===== src/rtl/wpg_pkg.sv =====
package wpg_pkg;

    localparam int CMD_AW  = 15;
    localparam int CODE_W  = 8;
    localparam int N_CODES = 5;

    localparam int C_KEY_AA = 0;
    localparam int C_KEY_55 = 1;
    localparam int C_OPEN   = 2;
    localparam int C_ERA80  = 3;
    localparam int C_CLR20  = 4;

    typedef struct packed {
        logic [CMD_AW-1:0] addr;
        logic [CODE_W-1:0] data;
    } cmd_code_t;

    typedef enum logic [2:0] {
        S_IDLE  = 3'd0,
        S_KEY1  = 3'd1,
        S_KEY2  = 3'd2,
        S_OPEN  = 3'd3,
        S_ERA1  = 3'd4,
        S_ERA2  = 3'd5,
        S_ERA3  = 3'd6,
        S_CLEAR = 3'd7
    } seq_state_t;

    function automatic cmd_code_t code_at(input int idx);
        cmd_code_t c;
        case (idx)
            C_KEY_AA: c = '{addr: 15'h5555, data: 8'hAA};
            C_KEY_55: c = '{addr: 15'h2AAA, data: 8'h55};
            C_OPEN:   c = '{addr: 15'h5555, data: 8'hA0};
            C_ERA80:  c = '{addr: 15'h5555, data: 8'h80};
            default:  c = '{addr: 15'h5555, data: 8'h20};
        endcase
        return c;
    endfunction

endpackage


===== src/rtl/wpg_cmd_match.sv =====
module wpg_cmd_match
    import wpg_pkg::*;
(
    input  logic [CMD_AW-1:0]  addr_lo,
    input  logic [CODE_W-1:0]  data,
    output logic [N_CODES-1:0] hit
);

    for (genvar g = 0; g < N_CODES; g++) begin : g_code
        localparam cmd_code_t CODE = code_at(g);
        assign hit[g] = (addr_lo == CODE.addr) && (data == CODE.data);
    end

endmodule


===== src/rtl/wpg_seq_fsm.sv =====
module wpg_seq_fsm
    import wpg_pkg::*;
(
    input  logic               clk,
    input  logic               rst_n,
    input  logic               wr_valid,
    input  logic [N_CODES-1:0] hit,
    input  logic               cycle_done,
    input  logic               prot,
    output logic               wr_kick,
    output logic               wr_commit,
    output logic               set_req,
    output logic               clr_req
);

    seq_state_t state_q, state_d;
    logic       commit_d;

    // state register
    always_ff @(posedge clk or negedge rst_n) begin
        if (!rst_n) state_q <= S_IDLE;
        else        state_q <= state_d;
    end

    // next state and per-write verdict
    always_comb begin
        state_d  = state_q;
        commit_d = 1'b0;
        set_req  = 1'b0;
        clr_req  = 1'b0;
        if (wr_valid) begin
            unique case (state_q)
                S_IDLE: begin
                    if (hit[C_KEY_AA]) state_d = S_KEY1;
                    else               commit_d = !prot;
                end
                S_KEY1: begin
                    if (hit[C_KEY_55]) state_d = S_KEY2;
                    else begin state_d = S_IDLE; commit_d = !prot; end
                end
                S_KEY2: begin
                    if (hit[C_OPEN])       state_d = S_OPEN;
                    else if (hit[C_ERA80]) state_d = S_ERA1;
                    else begin state_d = S_IDLE; commit_d = !prot; end
                end
                S_ERA1: begin
                    if (hit[C_KEY_AA]) state_d = S_ERA2;
                    else begin state_d = S_IDLE; commit_d = !prot; end
                end
                S_ERA2: begin
                    if (hit[C_KEY_55]) state_d = S_ERA3;
                    else begin state_d = S_IDLE; commit_d = !prot; end
                end
                S_ERA3: begin
                    if (hit[C_CLR20]) state_d = S_CLEAR;
                    else begin state_d = S_IDLE; commit_d = !prot; end
                end
                S_OPEN, S_CLEAR: commit_d = 1'b1;
            endcase
        end
        if (cycle_done) begin
            state_d = S_IDLE;
            set_req = rst_n && (state_q == S_OPEN);
            clr_req = rst_n && (state_q == S_CLEAR);
        end
    end

    // registered outputs to the page engine
    always_ff @(posedge clk or negedge rst_n) begin
        if (!rst_n) begin
            wr_kick   <= 1'b0;
            wr_commit <= 1'b0;
        end else begin
            wr_kick   <= wr_valid;
            wr_commit <= commit_d;
        end
    end

endmodule


===== src/rtl/wpg_nv_flag.sv =====
module wpg_nv_flag (
    input  logic clk,
    input  logic rst_n,
    input  logic set_req,
    input  logic clr_req,
    output logic prot,
    output logic toggle
);

    logic prot_q = 1'b0;

    always_ff @(posedge clk) begin
        if (set_req)      prot_q <= 1'b1;
        else if (clr_req) prot_q <= 1'b0;
    end

    always_ff @(posedge clk or negedge rst_n) begin
        if (!rst_n) toggle <= 1'b0;
        else        toggle <= (set_req && !prot_q) || (clr_req && !set_req && prot_q);
    end

    assign prot = prot_q;

endmodule


===== src/rtl/wp_seq_guard.sv =====
module wp_seq_guard
    import wpg_pkg::*;
#(
    parameter int ADDR_W = 17,
    parameter int DATA_W = CODE_W
) (
    input  logic              clk,
    input  logic              rst_n,
    input  logic              wr_valid,
    input  logic [ADDR_W-1:0] wr_addr,
    input  logic [DATA_W-1:0] wr_data,
    input  logic              cycle_done,
    output logic              wr_kick,
    output logic              wr_commit,
    output logic              protect_active,
    output logic              protect_toggle
);

    logic [N_CODES-1:0] hit;
    logic               set_req, clr_req;
    logic               addr_hi_unused;

    assign addr_hi_unused = ^wr_addr[ADDR_W-1:CMD_AW];

    wpg_cmd_match u_match (
        .addr_lo (wr_addr[CMD_AW-1:0]),
        .data    (wr_data),
        .hit     (hit)
    );

    wpg_seq_fsm u_fsm (
        .clk        (clk),
        .rst_n      (rst_n),
        .wr_valid   (wr_valid),
        .hit        (hit),
        .cycle_done (cycle_done),
        .prot       (protect_active),
        .wr_kick    (wr_kick),
        .wr_commit  (wr_commit),
        .set_req    (set_req),
        .clr_req    (clr_req)
    );

    wpg_nv_flag u_flag (
        .clk     (clk),
        .rst_n   (rst_n),
        .set_req (set_req),
        .clr_req (clr_req),
        .prot    (protect_active),
        .toggle  (protect_toggle)
    );

endmodule


===== config.mk =====
export PLATFORM = sky130hd
export DESIGN_NAME = wp_seq_guard
export DESIGN_NICKNAME = d
export VERILOG_FILES = /design/src/rtl/wpg_pkg.sv /design/src/rtl/wpg_cmd_match.sv /design/src/rtl/wpg_seq_fsm.sv /design/src/rtl/wpg_nv_flag.sv /design/src/rtl/wp_seq_guard.sv
export SDC_FILE = /design/constraint.sdc
export NUM_CORES = 1
export LEC_CHECK = 0
export ABC_AREA = 1
export ABC_CLOCK_PERIOD_IN_PS = 3100
export BUFFER_PORTS_ARGS = -buffer_cell sky130_fd_sc_hd__buf_2
export CAP_MARGIN = 20
export CORE_UTILIZATION = 52
export CTS_CLUSTER_DIAMETER = 40
export CTS_CLUSTER_SIZE = 28
export DETAILED_ROUTE_END_ITERATION = 12
export GPL_ROUTABILITY_DRIVEN = 0
export PLACE_DENSITY = 0.84
export SYNTH_ARGS = -nofsm -noshare
export SYNTH_HDL_FRONTEND = slang
export SYNTH_SLANG_ARGS = --single-unit

===== constraint.sdc =====
create_clock -name clk -period 3.1 [get_ports clk]
set_input_delay 0.155 -clock clk [delete_from_list [all_inputs] [get_ports clk]]
set_output_delay 0.155 -clock clk [all_outputs]
set_load 0.01 [all_outputs]

### After elaboration in Yosys (flattened, before gate mapping)

Cells that the tools add are included.

* flip-flop bits (word level): 7
* bits of input ports: 29
* output and inout bits: 4
* word-level logic and storage cells: 59

* equal/unequal tests: 15
* multiplexer cells: 19
* reductions and logical operators: 20

Operator list (number)
* == test 8 bit (second input constant): 3
* 2-to-1 mux 3 bit: 8
* case mux 3 bit (6 select lines): 1
* == test 15 x 14 -> 1 bit (second input constant): 1
* == test 15 bit (second input constant): 1
* == test 3 bit (second input constant): 4
* logical AND 1 bit: 10
* == test 8 x 6 -> 1 bit (second input constant): 1
* == test 8 x 7 -> 1 bit (second input constant): 1
* 2-to-1 mux 1 bit: 8
* nonzero test 7 bit: 1
* == test 3 x 2 -> 1 bit (second input constant): 2
* OR reduction 2 bit: 3
* case mux 1 bit (5 select lines): 1
* == test 3 x 1 -> 1 bit (second input constant): 1
* zero test 3 bit: 1
* != test 3 bit (second input constant): 1
* AND reduction 3 bit: 1
* zero test 1 bit: 2
* 2-to-1 mux 2 bit: 1
* nonzero test 2 bit: 1
* logical OR 1 bit: 1

### Longest topological paths before layout

* depth after elaboration: 7
* gate-level depth with buffers: 10
* gate-level depth less buffers: 10

### By module

Synthesis repeated with hierarchy kept, for this count alone.

* cell total of the unflattened synthesis: 141
* area total of the unflattened synthesis: 765.7 µm²

By module, submodules not included
* wpg_seq_fsm: times used 1, cells each 67, area an instance 426.7 µm², seq. area each 125.1 µm²
* wpg_cmd_match: times used 1, cells each 66, area an instance 265.3 µm², seq. area each 0.0 µm²
* wpg_nv_flag: times used 1, cells each 8, area an instance 73.8 µm², seq. area each 45.0 µm²

### Worst setup path after synthesis

Ideal clock, no wire load.

* path type: register -> register
* from: reg u_fsm.state_q[1]
* to: reg u_fsm.state_q[0]
* library setup time: 121 ps
* arrival: 1001 ps
* data required time: 2979 ps
* slack: 1978 ps
* stages on the path, launching flop included: 9
* cell sequence: dfrtp_1 nor2_1 inv_1 nor2_1 nand2_2 nand2_4 nand2_2 nand2_2 a21oi_2

* cells in the longest elaborated chain, start to end: 4

RTL lines
* start, declared: line wpg_seq_fsm.sv:16 `seq_state_t state_q, state_d;`
* start signal, assigned: line wpg_seq_fsm.sv:22 `else state_q <= state_d;`
* == test 3 bit (tied with other cells): line wpg_seq_fsm.sv:32 `unique case (state_q)`
* case mux 3 bit (6 select lines): line wpg_seq_fsm.sv:32
* 2-to-1 mux 3 bit: line wpg_seq_fsm.sv:31 `if (wr_valid) begin`
* 2-to-1 mux 3 bit: line wpg_seq_fsm.sv:61 `if (cycle_done) begin`

Parallel ways exist; a longest one is shown, timed or not. The select of a mux whose other input is x is not followed.
A chain may end at the register's enable or synchronous reset.

### Final worst setup path

* from: reg u_fsm.state_q[0]
* to: reg u_fsm.state_q[1]

The elaborated chain is that of the path after synthesis.

==> metrics.md <==
| Metric | Value |
|---|---|
| Synthesized instance count | `roughly 170` |
| First DRT Iteration DRCs | `40` |
| Height of the chip | `42.9 microns` |
| CTS root buf | `clkbuf_4` |
| Residual DRC | `0` |
| Register-to-register setup slack | `1760 ps` |
| Total track usage | `0.258` |
| Leading cell types by total area after synthesis | `nand2_1 (22%), dfrtp_1 (17%), nor2_1 (16%)` |
| Share of layout cells above drive strength 1 | `0.254` |
| Cell taking the most area after synthesis | `nand2_1` |
| Prevailing post-synth register cell | `dfrtp_1` |
| CTS tree | `yes` |
| Distinct cell type count of the synthesized netlist | `19` |
| Netlist Area Pre-Place | `871 sq um` |
| Post-place setup slack | `between 1500 and 2000 ps` |
| Setup TNS Final | `0 ps` |
| Worst max-slew margin expressed relative to the limit | `0.832` |
| Worst path cell trace | `inv_1 -> nand2_1 -> nor2_1 -> nand3_1 -> o211ai_1 -> nand2_1 -> nand2_1` |
| Number of nets with antenna violations after routing | `0` |
| Number of post-CTS setup repair buffers | `0` |
| Total power draw | `around 0.23 mW` |
| Fraction of synthesized cell area taken by the top area cell type | `0.224` |
| First-pass GRT wire length | `3.75 mm` |
| Hold-critical path depth | `1` |
| Result of the run | `completed` |
| Total power density per cell area | `between 200 and 250 nW/um^2` |
| Hold Crit Class | `primary input to flip-flop` |
| Flop and latch count out of synthesis | `7` |
| Utilization of the core after routing | `0.699` |
| Congestion Overflow GR | `0` |
| Maximum number of pins on one net before global-route repair | `8` |
| Post-route setup slack | `1760 ps` |
| Endpoint, Worst Hold | `u_fsm.wr_kick` |
| Final WL | `approximately 2.1 mm` |
| Non-filler instance count after layout | `217` |
| Syn Area/Cell | `between 5 and 6 sq um` |
| Async set-reset flop share out of synthesis | `0.857` |
| Syn. warnings | `0` |
| Most frequent cell on the critical path | `nand2_1` |
| Crit path capture type | `flip-flop` |
| Commonest cells in the netlist | `nand2_1 (52), nor2_1 (37), inv_1 (25)` |
| Die width | `42.9 microns` |
| Number of buffers between clock root and the deepest sink | `2` |
| Via density per instance | `5.08` |
| Startpoint of the most critical register-to-register path | `u_fsm.state_q[0]` |
| Worst Path Arrival | `1520 ps` |
| LEAKAGE | `0.601 nW` |
| Core area | `1540 sq um` |
| Minimum clock period | `1340 ps` |
| H-tree Lvls | `1` |
| Kind of launch point of the worst setup path | `flip-flop` |
| Half-perimeter wire length after placement | `about 1.8 mm` |
| Maximum clock frequency | `about 0.75 GHz` |
| Area of the die | `1840 sq um` |
| Max-cap violation count | `0` |
| Period utilization | `0.432` |
| Number of flops mapped to enable cells by yosys | `0` |
| Reg2Reg Capture Point | `u_fsm.state_q[1]` |
| Required @ worst endpoint | `~3300 ps` |
| Initial DRT Pass Iterations | `5` |
| Antenna violations before repair | `0` |
| Worst-path cell with the longest stage delay | `dfrtp_1` |
| Worst skew pair latency | `250 ps` |
| Most common cell in the netlist | `nand2_1` |
| Total nets after synthesis | `195` |
| Worst setup path class | `flip-flop to flip-flop` |
| Clock slew at reported path FFs | `50 ps` |
| Portion of the post-synthesis area used by sequential elements | `0.195` |
| Min-Delay Startpoint | `wr_valid` |
| Synth-to-layout area growth | `23.7%` |
| Initial cell density of the core | `0.565` |
| Final setup violation count | `0` |
| Detail-routed net length per standard cell | `9.50 microns` |
| Peak supply drop | `roughly 0.12 mV` |
| Boundary Pins | `33` |
| Total CTS buffers | `3` |
| N_diodes | `0` |
| Std-Cell Rows | `14` |
| Placed cell count | `212` |
| Hold Fails Final Rpt | `0` |
| Number of nets at the end of the flow | `231` |
| Worst r2r path cells | `7` |
| Count of clock tree sinks | `7` |
| Worst Path Max Fanout | `4` |
| Transition time at the pin with the least slew margin | `252 ps` |
| RSZ-0062 raised after global routing | `false` |
| Port Buffer Count | `30` |
| Worst path max stage delay | `410 ps` |
| Routed via count | `about 1100` |
| Number of global-route vias before repair | `987` |
| Number of pins exceeding their max-slew limit in the final report | `0` |
| Worst clock skew | `4.32 ps` |
==> flip-flops by register name, indices dropped and copies added, names as in the netlist <==
| signal | flops |
|---|---|
| u_fsm.state_q | 3 |
| u_flag.prot | 1 |
| u_flag.toggle | 1 |
| u_fsm.wr_commit | 1 |
| u_fsm.wr_kick | 1 |
==> repair_timing <==
item,in CTS,in global routing
hold buffers,1,0
gates resized for setup,0,0
hold endpoints to repair,6,0
==> worst max-delay path: cells and delay by family, from the launching register on <==
| kind | cells | cell delay, ps |
|---|---|---|
| AO/OA/AOI/OAI | 1 | 140 |
| flip-flops | 1 | 410 |
| buffers and inverters | 1 | 120 |
| AND/OR/NAND/NOR | 5 | 610 |
==> layout by cell type, fill, tap and decap left out, drive strengths merged <==
cell	instances
nand2	58
nand4	4
dlygate4sd3	1
nor3	1
or2	1
clkbuf	4
a21oi	4
dfrtp	6
dfxtp	1
o211ai	1
nor2	44
nor2b	1
nand3	18
inv	27
buf	30
==> logic make-up (layout without fill, tap and decap cells) <==
kind of cell	count (synthesis)	in the layout	synth area share
AO/OA/AOI/OAI	5	5	0.0359
buffers and inverters	27	62	0.116
flip-flops	7	7	0.195
AND/OR/NAND/NOR	127	127	0.652
==> layout make-up <==
type	instances	area [sq um]
tap	16	20.0
multi-input combinational	132	599
clock buffer	4	26.3
inverter	27	101
fill	144	464
sequential	7	170
timing repair buffer	31	160
==> power breakdown <==
| part | switching, mW | internal (mW) |
|---|---|---|
| clock network | 0.0320 | 0.0490 |
| logic | 0.0325 | 0.0233 |
| registers | 0.000131 | 0.0920 |
==> layer usage <==
layer	wire, microns	track usage	part of all wire	vias up
li1	-	-	-	579
met1	939	0.326	0.46	475
met2	987	0.458	0.48	45
met3	121	0.0340	0.059	4
met4	13	0.0625	0.0063	0
met5	0	0	0	-
==> metrics by stage <==
stage / hold WS (ps) / cell area (sq um)
floorplan: -141 / 871
global placement: -15.1 / 1040
detailed placement: -10.4 / 1040
CTS: 47.7 / 1080
global route: 45.2 / 1080
finish: 49.6 / 1080
==> worst max-delay path by stage <==
stage / startpoint / to / slack, ps
2_1_floorplan: u_fsm.state_q[1] / u_fsm.state_q[0] / 1980
3_3_place_gp: u_fsm.state_q[0] / u_fsm.state_q[1] / 1860
6_report: u_fsm.state_q[0] / u_fsm.state_q[1] / 1760
4_1_cts: u_fsm.state_q[0] / u_fsm.state_q[1] / 1780
5_1_grt: u_fsm.state_q[0] / u_fsm.state_q[0] / 1660
3_5_place_dp: u_fsm.state_q[0] / u_fsm.state_q[0] / 1790
Note: power is estimated with default switching activity, not from simulation.
